`src/rtl/fll_pkg.sv`:
```
package fll_pkg;

    typedef enum logic [1:0] {
        ST_UNLOCK = 2'd0,
        ST_LOCK   = 2'd1,
        ST_HOLD   = 2'd2,
        ST_OFF    = 2'd3
    } fll_state_e;

    // Classification of one sample strobe
    typedef struct packed {
        logic accept;
        logic reject;
        logic discard;
    } smp_class_t;

    // Lamp drive: {red, green}
    typedef struct packed {
        logic red;
        logic green;
    } lamp_t;

    function automatic lamp_t lamp_of(fll_state_e s);
        lamp_t l;
        case (s)
            ST_LOCK: l = '{red: 1'b0, green: 1'b1};
            ST_HOLD: l = '{red: 1'b1, green: 1'b1};
            default: l = '{red: 1'b1, green: 1'b0};
        endcase
        return l;
    endfunction

endpackage

```
`src/rtl/fll_sample_qual.sv`:
```
module fll_sample_qual
    import fll_pkg::*;
#(
    parameter int ERR_W = 20
) (
    input  logic             smp_vld,
    input  logic             run,
    input  logic             settle,
    input  logic [ERR_W-1:0] smp_err,
    input  logic [ERR_W-1:0] cfg_err_lim,
    output smp_class_t       cls
);
    logic [ERR_W:0] err_x;
    logic [ERR_W:0] mag;
    logic           in_lim;
    logic           live;

    always_comb begin
        err_x  = {smp_err[ERR_W-1], smp_err};
        mag    = smp_err[ERR_W-1] ? (~err_x + 1'b1) : err_x;
        in_lim = (mag <= {1'b0, cfg_err_lim});
        live   = smp_vld && run;
        cls.discard = live && settle;
        cls.accept  = live && !settle && in_lim;
        cls.reject  = live && !settle && !in_lim;
    end
endmodule

```
`src/rtl/fll_accum.sv`:
```
module fll_accum
    import fll_pkg::*;
#(
    parameter int ERR_W  = 20,
    parameter int CNT_W  = 8,
    parameter int ACC_W  = ERR_W + CNT_W,
    parameter int VOTE_W = CNT_W + 2
) (
    input  logic                     clk,
    input  logic                     rst,
    input  logic                     run,
    input  smp_class_t               cls,
    input  logic [ERR_W-1:0]         smp_err,
    input  logic [CNT_W-1:0]         cfg_avg_n,
    output logic                     settle,
    output logic                     cycle_end,
    output logic                     cycle_clean,
    output logic signed [ACC_W-1:0]  sum_total,
    output logic signed [VOTE_W-1:0] vote_total
);
    logic signed [ACC_W-1:0]  acc_q;
    logic signed [VOTE_W-1:0] vote_q;
    logic signed [VOTE_W-1:0] vote_inc;
    logic [CNT_W-1:0]         cnt_q;
    logic [CNT_W-1:0]         cnt_inc;
    logic [CNT_W-1:0]         avg_tgt;
    logic                     clean_q;
    logic                     settle_q;
    logic                     err_zero;

    always_comb begin
        err_zero  = (smp_err == '0);
        sum_total = acc_q + $signed({{CNT_W{smp_err[ERR_W-1]}}, smp_err});
        if (err_zero)
            vote_inc = '0;
        else if (smp_err[ERR_W-1])
            vote_inc = '1;
        else
            vote_inc = VOTE_W'(1);
        vote_total  = vote_q + vote_inc;
        cnt_inc     = cnt_q + 1'b1;
        avg_tgt     = (cfg_avg_n == '0) ? CNT_W'(1) : cfg_avg_n;
        cycle_end   = cls.accept && (cnt_inc >= avg_tgt);
        cycle_clean = clean_q;
        settle      = settle_q;
    end

    always_ff @(posedge clk) begin
        if (rst || !run) begin
            acc_q    <= '0;
            vote_q   <= '0;
            cnt_q    <= '0;
            clean_q  <= 1'b1;
            settle_q <= 1'b0;
        end else if (cls.discard) begin
            settle_q <= 1'b0;
        end else if (cls.reject) begin
            clean_q <= 1'b0;
        end else if (cls.accept) begin
            if (cycle_end) begin
                acc_q    <= '0;
                vote_q   <= '0;
                cnt_q    <= '0;
                clean_q  <= 1'b1;
                settle_q <= 1'b1;
            end else begin
                acc_q  <= sum_total;
                vote_q <= vote_total;
                cnt_q  <= cnt_inc;
            end
        end
    end
endmodule

```
`src/rtl/fll_dac_step.sv`:
```
module fll_dac_step #(
    parameter int DAC_W     = 14,
    parameter int ACC_W     = 28,
    parameter int VOTE_W    = 10,
    parameter int SUM_SHIFT = 2
) (
    input  logic [DAC_W-1:0]         cur_code,
    input  logic signed [ACC_W-1:0]  sum_total,
    input  logic signed [VOTE_W-1:0] vote_total,
    input  logic                     vote_mode,
    input  logic                     slope_neg,
    output logic [DAC_W-1:0]         nxt_code
);
    localparam int WW = ((ACC_W > DAC_W) ? ACC_W : DAC_W) + 2;

    logic signed [WW-1:0] cur_w;
    logic signed [WW-1:0] max_w;
    logic signed [WW-1:0] delta_w;
    logic signed [WW-1:0] step_w;
    logic signed [WW-1:0] corr_w;
    logic signed [WW-1:0] cand_w;

    always_comb begin
        cur_w   = $signed({{(WW-DAC_W){1'b0}}, cur_code});
        max_w   = $signed({{(WW-DAC_W){1'b0}}, {DAC_W{1'b1}}});
        delta_w = $signed({{(WW-ACC_W){sum_total[ACC_W-1]}}, sum_total}) >>> SUM_SHIFT;
        if (vote_total > 0)
            step_w = WW'(1);
        else if (vote_total < 0)
            step_w = '1;
        else
            step_w = '0;
        corr_w = vote_mode ? step_w : delta_w;
        cand_w = slope_neg ? (cur_w + corr_w) : (cur_w - corr_w);
        if (cand_w < 0)
            nxt_code = '0;
        else if (cand_w > max_w)
            nxt_code = {DAC_W{1'b1}};
        else
            nxt_code = cand_w[DAC_W-1:0];
    end
endmodule

```
`src/rtl/fll_lock_fsm.sv`:
```
module fll_lock_fsm
    import fll_pkg::*;
#(
    parameter int CNT_W = 8
) (
    input  logic             clk,
    input  logic             rst,
    input  logic             fll_en,
    input  smp_class_t       cls,
    input  logic             cycle_end,
    input  logic             cycle_clean,
    input  logic [CNT_W-1:0] cfg_lock_n,
    input  logic [CNT_W-1:0] cfg_hold_max,
    output fll_state_e       state
);
    fll_state_e       st_q, st_d;
    logic [CNT_W-1:0] good_q, good_d;
    logic [CNT_W-1:0] hold_q, hold_d;
    logic [CNT_W-1:0] lock_tgt;
    logic [CNT_W-1:0] good_inc;

    always_comb begin
        st_d     = st_q;
        good_d   = good_q;
        hold_d   = hold_q;
        lock_tgt = (cfg_lock_n == '0) ? CNT_W'(1) : cfg_lock_n;
        good_inc = good_q + 1'b1;
        if (!fll_en) begin
            st_d   = ST_OFF;
            good_d = '0;
            hold_d = '0;
        end else begin
            case (st_q)
                ST_OFF: begin
                    st_d   = ST_UNLOCK;
                    good_d = '0;
                end
                ST_UNLOCK: begin
                    if (cls.reject) begin
                        good_d = '0;
                    end else if (cycle_end && cycle_clean) begin
                        if (good_inc >= lock_tgt) begin
                            st_d   = ST_LOCK;
                            good_d = '0;
                        end else begin
                            good_d = good_inc;
                        end
                    end
                end
                ST_LOCK: begin
                    if (cls.reject) begin
                        st_d   = ST_HOLD;
                        hold_d = '0;
                    end
                end
                ST_HOLD: begin
                    if (cls.accept) begin
                        st_d = ST_LOCK;
                    end else if (cls.reject) begin
                        if (hold_q >= cfg_hold_max) begin
                            st_d   = ST_UNLOCK;
                            good_d = '0;
                        end else begin
                            hold_d = hold_q + 1'b1;
                        end
                    end
                end
                default: st_d = ST_UNLOCK;
            endcase
        end
    end

    always_ff @(posedge clk) begin
        if (rst) begin
            st_q   <= ST_UNLOCK;
            good_q <= '0;
            hold_q <= '0;
        end else begin
            st_q   <= st_d;
            good_q <= good_d;
            hold_q <= hold_d;
        end
    end

    assign state = st_q;
endmodule

```
`src/rtl/fll_ctrl.sv`:
```
module fll_ctrl
    import fll_pkg::*;
#(
    parameter int ERR_W     = 20,
    parameter int CNT_W     = 8,
    parameter int DAC_W     = 14,
    parameter int SUM_SHIFT = 2,
    parameter int DAC_INIT  = 8192
) (
    input  logic             clk,
    input  logic             rst,
    input  logic             smp_vld,
    input  logic [ERR_W-1:0] smp_err,
    input  logic             fll_en,
    input  logic             vote_mode,
    input  logic             slope_neg,
    input  logic             inhibit_en,
    input  logic [ERR_W-1:0] cfg_err_lim,
    input  logic [CNT_W-1:0] cfg_avg_n,
    input  logic [CNT_W-1:0] cfg_lock_n,
    input  logic [CNT_W-1:0] cfg_hold_max,
    output logic [DAC_W-1:0] dac_code,
    output logic             dac_load,
    output logic [1:0]       fll_state,
    output logic             led_red,
    output logic             led_green,
    output logic             ref_inhibit
);
    localparam int ACC_W  = ERR_W + CNT_W;
    localparam int VOTE_W = CNT_W + 2;

    fll_state_e               state;
    smp_class_t               cls;
    logic                     run;
    logic                     settle;
    logic                     cycle_end;
    logic                     cycle_clean;
    logic signed [ACC_W-1:0]  sum_total;
    logic signed [VOTE_W-1:0] vote_total;
    logic [DAC_W-1:0]         code_q;
    logic [DAC_W-1:0]         code_nxt;
    logic                     load_q;
    lamp_t                    lamp;

    assign run = fll_en && (state != ST_OFF);

    fll_sample_qual #(.ERR_W(ERR_W)) qual_i (
        .smp_vld     (smp_vld),
        .run         (run),
        .settle      (settle),
        .smp_err     (smp_err),
        .cfg_err_lim (cfg_err_lim),
        .cls         (cls)
    );

    fll_accum #(.ERR_W(ERR_W), .CNT_W(CNT_W), .ACC_W(ACC_W), .VOTE_W(VOTE_W)) accum_i (
        .clk         (clk),
        .rst         (rst),
        .run         (run),
        .cls         (cls),
        .smp_err     (smp_err),
        .cfg_avg_n   (cfg_avg_n),
        .settle      (settle),
        .cycle_end   (cycle_end),
        .cycle_clean (cycle_clean),
        .sum_total   (sum_total),
        .vote_total  (vote_total)
    );

    fll_dac_step #(.DAC_W(DAC_W), .ACC_W(ACC_W), .VOTE_W(VOTE_W), .SUM_SHIFT(SUM_SHIFT)) step_i (
        .cur_code   (code_q),
        .sum_total  (sum_total),
        .vote_total (vote_total),
        .vote_mode  (vote_mode),
        .slope_neg  (slope_neg),
        .nxt_code   (code_nxt)
    );

    fll_lock_fsm #(.CNT_W(CNT_W)) fsm_i (
        .clk          (clk),
        .rst          (rst),
        .fll_en       (fll_en),
        .cls          (cls),
        .cycle_end    (cycle_end),
        .cycle_clean  (cycle_clean),
        .cfg_lock_n   (cfg_lock_n),
        .cfg_hold_max (cfg_hold_max),
        .state        (state)
    );

    always_ff @(posedge clk) begin
        if (rst) begin
            code_q <= DAC_W'(DAC_INIT);
            load_q <= 1'b0;
        end else begin
            load_q <= cycle_end;
            if (cycle_end)
                code_q <= code_nxt;
        end
    end

    always_comb begin
        lamp        = lamp_of(state);
        dac_code    = code_q;
        dac_load    = load_q;
        fll_state   = state;
        led_red     = lamp.red;
        led_green   = lamp.green;
        ref_inhibit = inhibit_en && (state == ST_UNLOCK);
    end
endmodule

```
`config.mk`:
```
export PLATFORM = sky130hd
export DESIGN_NAME = fll_ctrl
export DESIGN_NICKNAME = d
export VERILOG_FILES = /design/src/rtl/fll_pkg.sv /design/src/rtl/fll_sample_qual.sv /design/src/rtl/fll_accum.sv /design/src/rtl/fll_dac_step.sv /design/src/rtl/fll_lock_fsm.sv /design/src/rtl/fll_ctrl.sv
export SDC_FILE = /design/constraint.sdc
export NUM_CORES = 1
export LEC_CHECK = 0
export CORE_UTILIZATION = 35
export DETAILED_ROUTE_END_ITERATION = 6
export HOLD_SLACK_MARGIN = 0.1
export MAX_ROUTING_LAYER = met4
export PLACE_DENSITY = 0.56
export SKIP_LAST_GASP = 1
export SLEW_MARGIN = 20
export SYNTH_ARGS = -nofsm -noshare
export SYNTH_HDL_FRONTEND = slang
export SYNTH_HIERARCHICAL = 1
export SYNTH_SLANG_ARGS = --single-unit
export TNS_END_PERCENT = 20
```
`constraint.sdc`:
```
create_clock -name clk -period 9 [get_ports clk]
set_input_delay 2.7 -clock clk [delete_from_list [all_inputs] [get_ports clk]]
set_output_delay 2.7 -clock clk [all_outputs]
set_load 0.05 [all_outputs]
```
## After elaboration in Yosys (flattened, before gate mapping)

Index checks and enable logic that the tools add are counted.

- Register bits after elaboration: 81
- Input bits: 71
- Output and inout port bits: 20
- Word-level logic and storage cells: 114

- Add/subtract/negate cells: 8
- $lt $le $gt $ge: 8
- Eq/ne operators: 16
- Multiplexer cells: 39
- Bitwise gates (word level): 4
- Reduce and logical (&&, ||, !) cells: 29

Operator list:

| operator | number |
|---|---|
| $mux 30 | 4 |
| $mux 8 | 13 |
| $add 15x30->30 | 1 |
| $gt 30x15->1 const B | 1 |
| $lt 30x1->1 const B | 1 |
| $mux 10 | 3 |
| $sub 15x30->30 | 1 |
| $add 28x20->28 | 1 |
| $mux 14 | 2 |
| $mux 28 | 1 |
| $add 8x1->8 const B | 3 |
| $ge 8x8->1 | 3 |
| $pmux 8 s3 | 1 |
| $add 21x1->21 const B | 1 |
| $le 21x20->1 | 1 |
| $mux 21 | 1 |
| $not 21->21 | 1 |
| $logic_not 20->1 | 1 |
| $logic_not 8->1 | 2 |
| $mux 2 | 8 |
| $pmux 8 s2 | 1 |
| $add 10x10->10 | 1 |
| $gt 10x1->1 const B | 1 |
| $lt 10x1->1 const B | 1 |
| 23 further kinds | 50 |

## Logic depth before layout (Yosys ltp)

- Depth after elaboration: 12
- Gate-level depth with buffers: 35
- Depth with buffers taken out: 33

## By module

Netlist, hierarchy kept.

Modules (own cells, without submodules):

| module | times used | cells an instance | area each (µm²) | sequential area each (µm²) |
|---|---|---|---|---|
| fll_accum | 1 | 457 | 3831.2 | 960.9 |
| fll_dac_step | 1 | 330 | 2164.6 | 0.0 |
| fll_lock_fsm | 1 | 182 | 1596.5 | 360.3 |
| fll_sample_qual | 1 | 134 | 943.4 | 0.0 |
| fll_ctrl | 1 | 55 | 598.1 | 300.3 |

## Worst setup path before layout

Ideal clock, no wire load.

- Path kind: input to register
- From: in smp_err[17]
- To: reg code_q[13], in the netlist dac_code[13]
- Setup time: 0.120 ns
- Arrival time: 9.421 ns
- Data required time: 8.880 ns
- Setup slack: -0.541 ns
- Stages on the path: 33
- Path buffers: 2
- Cells stage by stage: nor4_1 > and3_1 > nand3_1 > ha_1 > a21o_1 > a21oi_1 > o21bai_1 > a2111oi_0 > o31ai_1 > a21oi_1 > xnor2_1 > xor2_1 > and2_1 > clkbuf_1 > a21oi_1 > ha_1 > clkbuf_1 > inv_1 > nor4b_1 > a21oi_1 > xnor2_1 > o21ai_0 > ha_1 > nand2_1 > o21ai_0 > a221o_1 > a31oi_1 > or3_4 > or4_1 > a211o_1 > a221oi_4 > a41oi_1 > a211o_1

- Word-level cells in the longest chain between the ends: 12
- Elaborated cells on any way between the ends: 22
- Classes of those cells: add/sub: 5; order compare: 5; mux: 8; bitwise: 1; reduce/logical: 3

Ends and longest elaborated chain:

| element | RTL line | RTL |
|---|---|---|
| from (decl) | fll_ctrl.sv:13 | `input logic [ERR_W-1:0] smp_err,` |
| $logic_not 20->1 * | fll_accum.sv:32 | `err_zero = (smp_err == '0);` |
| $mux 10 * | fll_accum.sv:34 | `if (err_zero)` |
| $add 10x10->10 * | fll_accum.sv:40 | `vote_total = vote_q + vote_inc;` |
| via vote_total[9] | fll_ctrl.sv:39 | `logic signed [VOTE_W-1:0] vote_total;` |
| $lt 10x1->1 | fll_dac_step.sv:29 | `else if (vote_total < 0)` |
| $mux 30 | fll_dac_step.sv:29 |  |
| $mux 30 * | fll_dac_step.sv:27 | `if (vote_total > 0)` |
| $mux 30 * | fll_dac_step.sv:33 | `corr_w = vote_mode ? step_w : delta_w;` |
| $sub 15x30->30 or $add 15x30->30 (tied branches) | fll_dac_step.sv:34 | `cand_w = slope_neg ? (cur_w + corr_w) : (cur_w - corr_w);` |
| $mux 30 * | fll_dac_step.sv:34 |  |
| $gt 30x15->1 | fll_dac_step.sv:37 | `else if (cand_w > max_w)` |
| $mux 14 | fll_dac_step.sv:37 |  |
| $mux 14 * | fll_dac_step.sv:35 | `if (cand_w < 0)` |
| via code_nxt[13] | fll_ctrl.sv:41 | `logic [DAC_W-1:0] code_nxt;` |
| to (signal assigned) | fll_ctrl.sv:93 | `code_q <= DAC_W'(DAC_INIT);` |
| to (signal assigned) | fll_ctrl.sv:98 | `code_q <= code_nxt;` |
| to (decl) | fll_ctrl.sv:40 | `logic [DAC_W-1:0] code_q;` |

Mark *: on every way through the listed nets, which the timed path passes. The rest lies on a longest branch.
A chain may end at the register's enable or synchronous reset.

## Final worst setup path

- From: in smp_err[0]
- To: reg code_q[8], in the netlist dac_code[8]

Same word-level chain as after synthesis.

==> qor.yml <==
cts.hold.buffers_added: 0
ant_nets: 0
grt-ovfl-total: 0
drive_gt1_share_pct: 20.44
multiInputGateArea_um2: 7333
setup-violations-final: 14
max_freq_mhz: 110.3
cts-root-buf: "clkbuf_16"
die-area_um2: 26750
cp_slowest_cell: "or4_4"
io_pins: 91
p_per_area_nw_per_um2: 125.8
gp_congestion: 0.8786
arrival_ps: 9280
viasPerCell: 5.510
layout.nets: 1550
diodes: 0
antenna_found_initial: 0
ys_seq_area_share_pct: 17.75
ys_ff_latch: 81
status: "complete, but fails checks"
num_rows: 58
p_leak_nw: 5.141
fin_crit_sh_pct: 100.7
place_ws_ps: -926.0
layout_common_cells: "151 x buf_4, 99 x ha_1, 90 x nor2_1, 90 x a21oi_1, 81 x dfxtp_1"
end_kind: "flop"
cts_tree: "built"
violations: "negative setup slack"
critPathKind: "in -> reg"
rsz0062_at_grt: "yes"
ys.flop_type: "dfxtp_1"
worstMarginPinSlew_ps: 1032
critPathMaxStageDelay_ps: 420
syn_to_final_growth_pct: 32.03
placed_cells_incl_taps: 1671
drt_pass1_iterations: 5
power.total_mw: 1.517
timing.critical_path.buf_inv: 5
hold_viol_final: 0
syn-instance-count: 1158
stdcell_count: 1705
grt.total_usage_pct: 21.71
cts_inserted_buffers: 9
die_h_um: 163.5
yosys_warnings: 6
max_slew_margin_pct: 30.93
synth_edf_count: 0
cts_sinks: 81
drc: 0
crit_family: "compound AO/OA/AOI/OAI gates"
fillers: 2546
ys_types: 103
wl_um: 27780
cp-start-kind: "input pin"
post-route-min-period_ps: 9067
core_um2: 25400
vias: 9395
die_w_um: 163.5
dr.max_layer_used: "met4"
placed_cell_area_um2: 11320
syn_nets: 1337
dp.final_hpwl_um: 21190
grt_pass1_wl_um: 45800
ctsHtreeMaxLevel: 3
post_synth.cell_area_avg_um2: 7.888
wl_met3_um: 876
clk_path_buf_depth: 2
async_flop_share_pct: 0
final_area_um2: 12060
worstPathMaxFanout: 7
drt_iter0_drc: 630
r2r_slack_ps: 2610
maxCapViolations: 0
wl_per_cell_um: 16.30
wl_met1_um: 13160
met2_length_um: 13360
start_util_pct: 35.96
drv_slew: 0
grt_pass1_vias: 9123
synth_area_um2: 9134
grt_max_degree: 34
mostFrequentLayoutCell: "buf_4"
path_clk_slew_ps: 60
portBuffers: 90
critPathRequiredTime_ps: 9210
peakVddDrop_mv: 0.1051
hp-class: "reg -> reg"
final.setup.worst_slack_ps: -66.74
clock_latency_ps: 350
seq_area_um2: 1622
skew_ps: 8.410
## registers in the layout (all words and copies together), names as in the netlist
register             cells
fsm_i/good_q             8
accum_i/acc_q           28
accum_i/settle           1
accum_i/cnt_q            8
accum_i/vote_q          10
fsm_i/hold_q             8
dac_code                14
fsm_i/state              2
dac_load                 1
accum_i/cycle_clean      1
## synth_stat cells (5+ instances only)
| library cell | instances | area [um2] |
|---|---|---|
| and3_1 | 14 | 87.58 |
| or2_2 | 7 | 43.79 |
| a31oi_1 | 20 | 125.1 |
| o21ai_1 | 9 | 45.04 |
| inv_1 | 71 | 266.5 |
| o21a_1 | 12 | 90.09 |
| nor3b_1 | 5 | 37.54 |
| nor4_1 | 17 | 106.4 |
| and2_1 | 10 | 62.56 |
| ha_1 | 105 | 1314 |
| a22o_1 | 14 | 122.6 |
| nand2b_1 | 15 | 93.84 |
| mux2i_1 | 15 | 150.1 |
| a211o_1 | 7 | 61.31 |
| buf_2 | 5 | 25.02 |
| a41oi_1 | 14 | 122.6 |
| o21ai_0 | 42 | 210.2 |
| or4_1 | 5 | 37.54 |
| a22oi_1 | 9 | 67.56 |
| a211oi_1 | 11 | 82.58 |
| a21oi_1 | 97 | 485.5 |
| a21o_1 | 23 | 172.7 |
| nand2_1 | 82 | 307.8 |
| dfxtp_1 | 81 | 1622 |
| nor3_1 | 20 | 100.1 |
| o31ai_1 | 7 | 52.55 |
| nand4_1 | 15 | 93.84 |
| o311ai_1 | 6 | 52.55 |
| clkbuf_1 | 25 | 93.84 |
| xnor2_1 | 66 | 578.1 |
| xor2_1 | 27 | 236.5 |
| o211ai_1 | 7 | 52.55 |
| a221oi_1 | 5 | 43.79 |
| nor2_1 | 92 | 345.3 |
| buf_6 | 8 | 90.09 |
| nand3b_1 | 7 | 52.55 |
| nor2b_1 | 11 | 68.82 |
| or3_1 | 7 | 43.79 |
| nand3_1 | 48 | 240.2 |
| o21bai_1 | 9 | 67.56 |
## worst min-delay path: stages, from the launching register on
cell     delay, ps
dfxtp_1        310
nand2_1         50
a21oi_1         50
## timing repair
item / 4_1_cts / 5_1_grt
resized for setup: 67 / 23
setup buffers: 12 / 7
pin swaps: 11 / 31
endpoints found under the setup margin: 14 / 14
gates cloned: 1 / 0
## layer usage
metal  GRT usage (%)  up-vias
met5               -        -
met4           4.588        0
met3           2.260       24
met2           36.58      166
met1           27.89     4457
li1                -     4748
## final timing paths
kind	depth (start not counted)	start	endpoint
hold / removal	2	accum_i/acc_q[0]	accum_i/acc_q[0]
setup reg to reg	32	accum_i/vote_q[1]	dac_code[8]
setup / recovery	36	smp_err[0]	dac_code[8]
hold reg to reg	2	accum_i/acc_q[0]	accum_i/acc_q[0]
## report_power, final
group          internal [mW]  switching, mW  leakage, nW
logic                  0.306          0.372         4.31
registers              0.367        0.00858        0.654
clock network          0.299          0.166        0.173
## cells by family after synthesis
family | Yosys count | synth area share (%)
muxes | 16 | 1.767
xor gates and xnor gates | 93 | 8.918
and+or+nand+nor | 386 | 22.30
DFF | 81 | 17.75
buffers and inverters | 114 | 5.699
AOI/OAI and AO/OA | 360 | 28.52
adders and majority gates | 108 | 15.04
## area by class of cell
class                           instances  area share, %
Multi-Input combinational cell        963          60.81
Timing Repair Buffer                  244          17.07
Sequential cell                        81          13.45
Tap cell                              330          3.424
Inverter                               72          2.283
Clock buffer                           10          1.899
Clock inverter                          5          1.069
## metrics by stage
stage / hold slack, ps / util, % / TNS (ps)
floorplan: 435.6 / - / -612.1
global placement: 442.2 / 44.55 / -11090
detailed placement: 451.3 / 44.55 / -12330
CTS: 460.1 / 46.99 / -1181
global route: 475.1 / 47.48 / -6628
finish: 454.9 / 47.48 / -707.1
No activity file was read; power rests on OpenSTA's default activity.
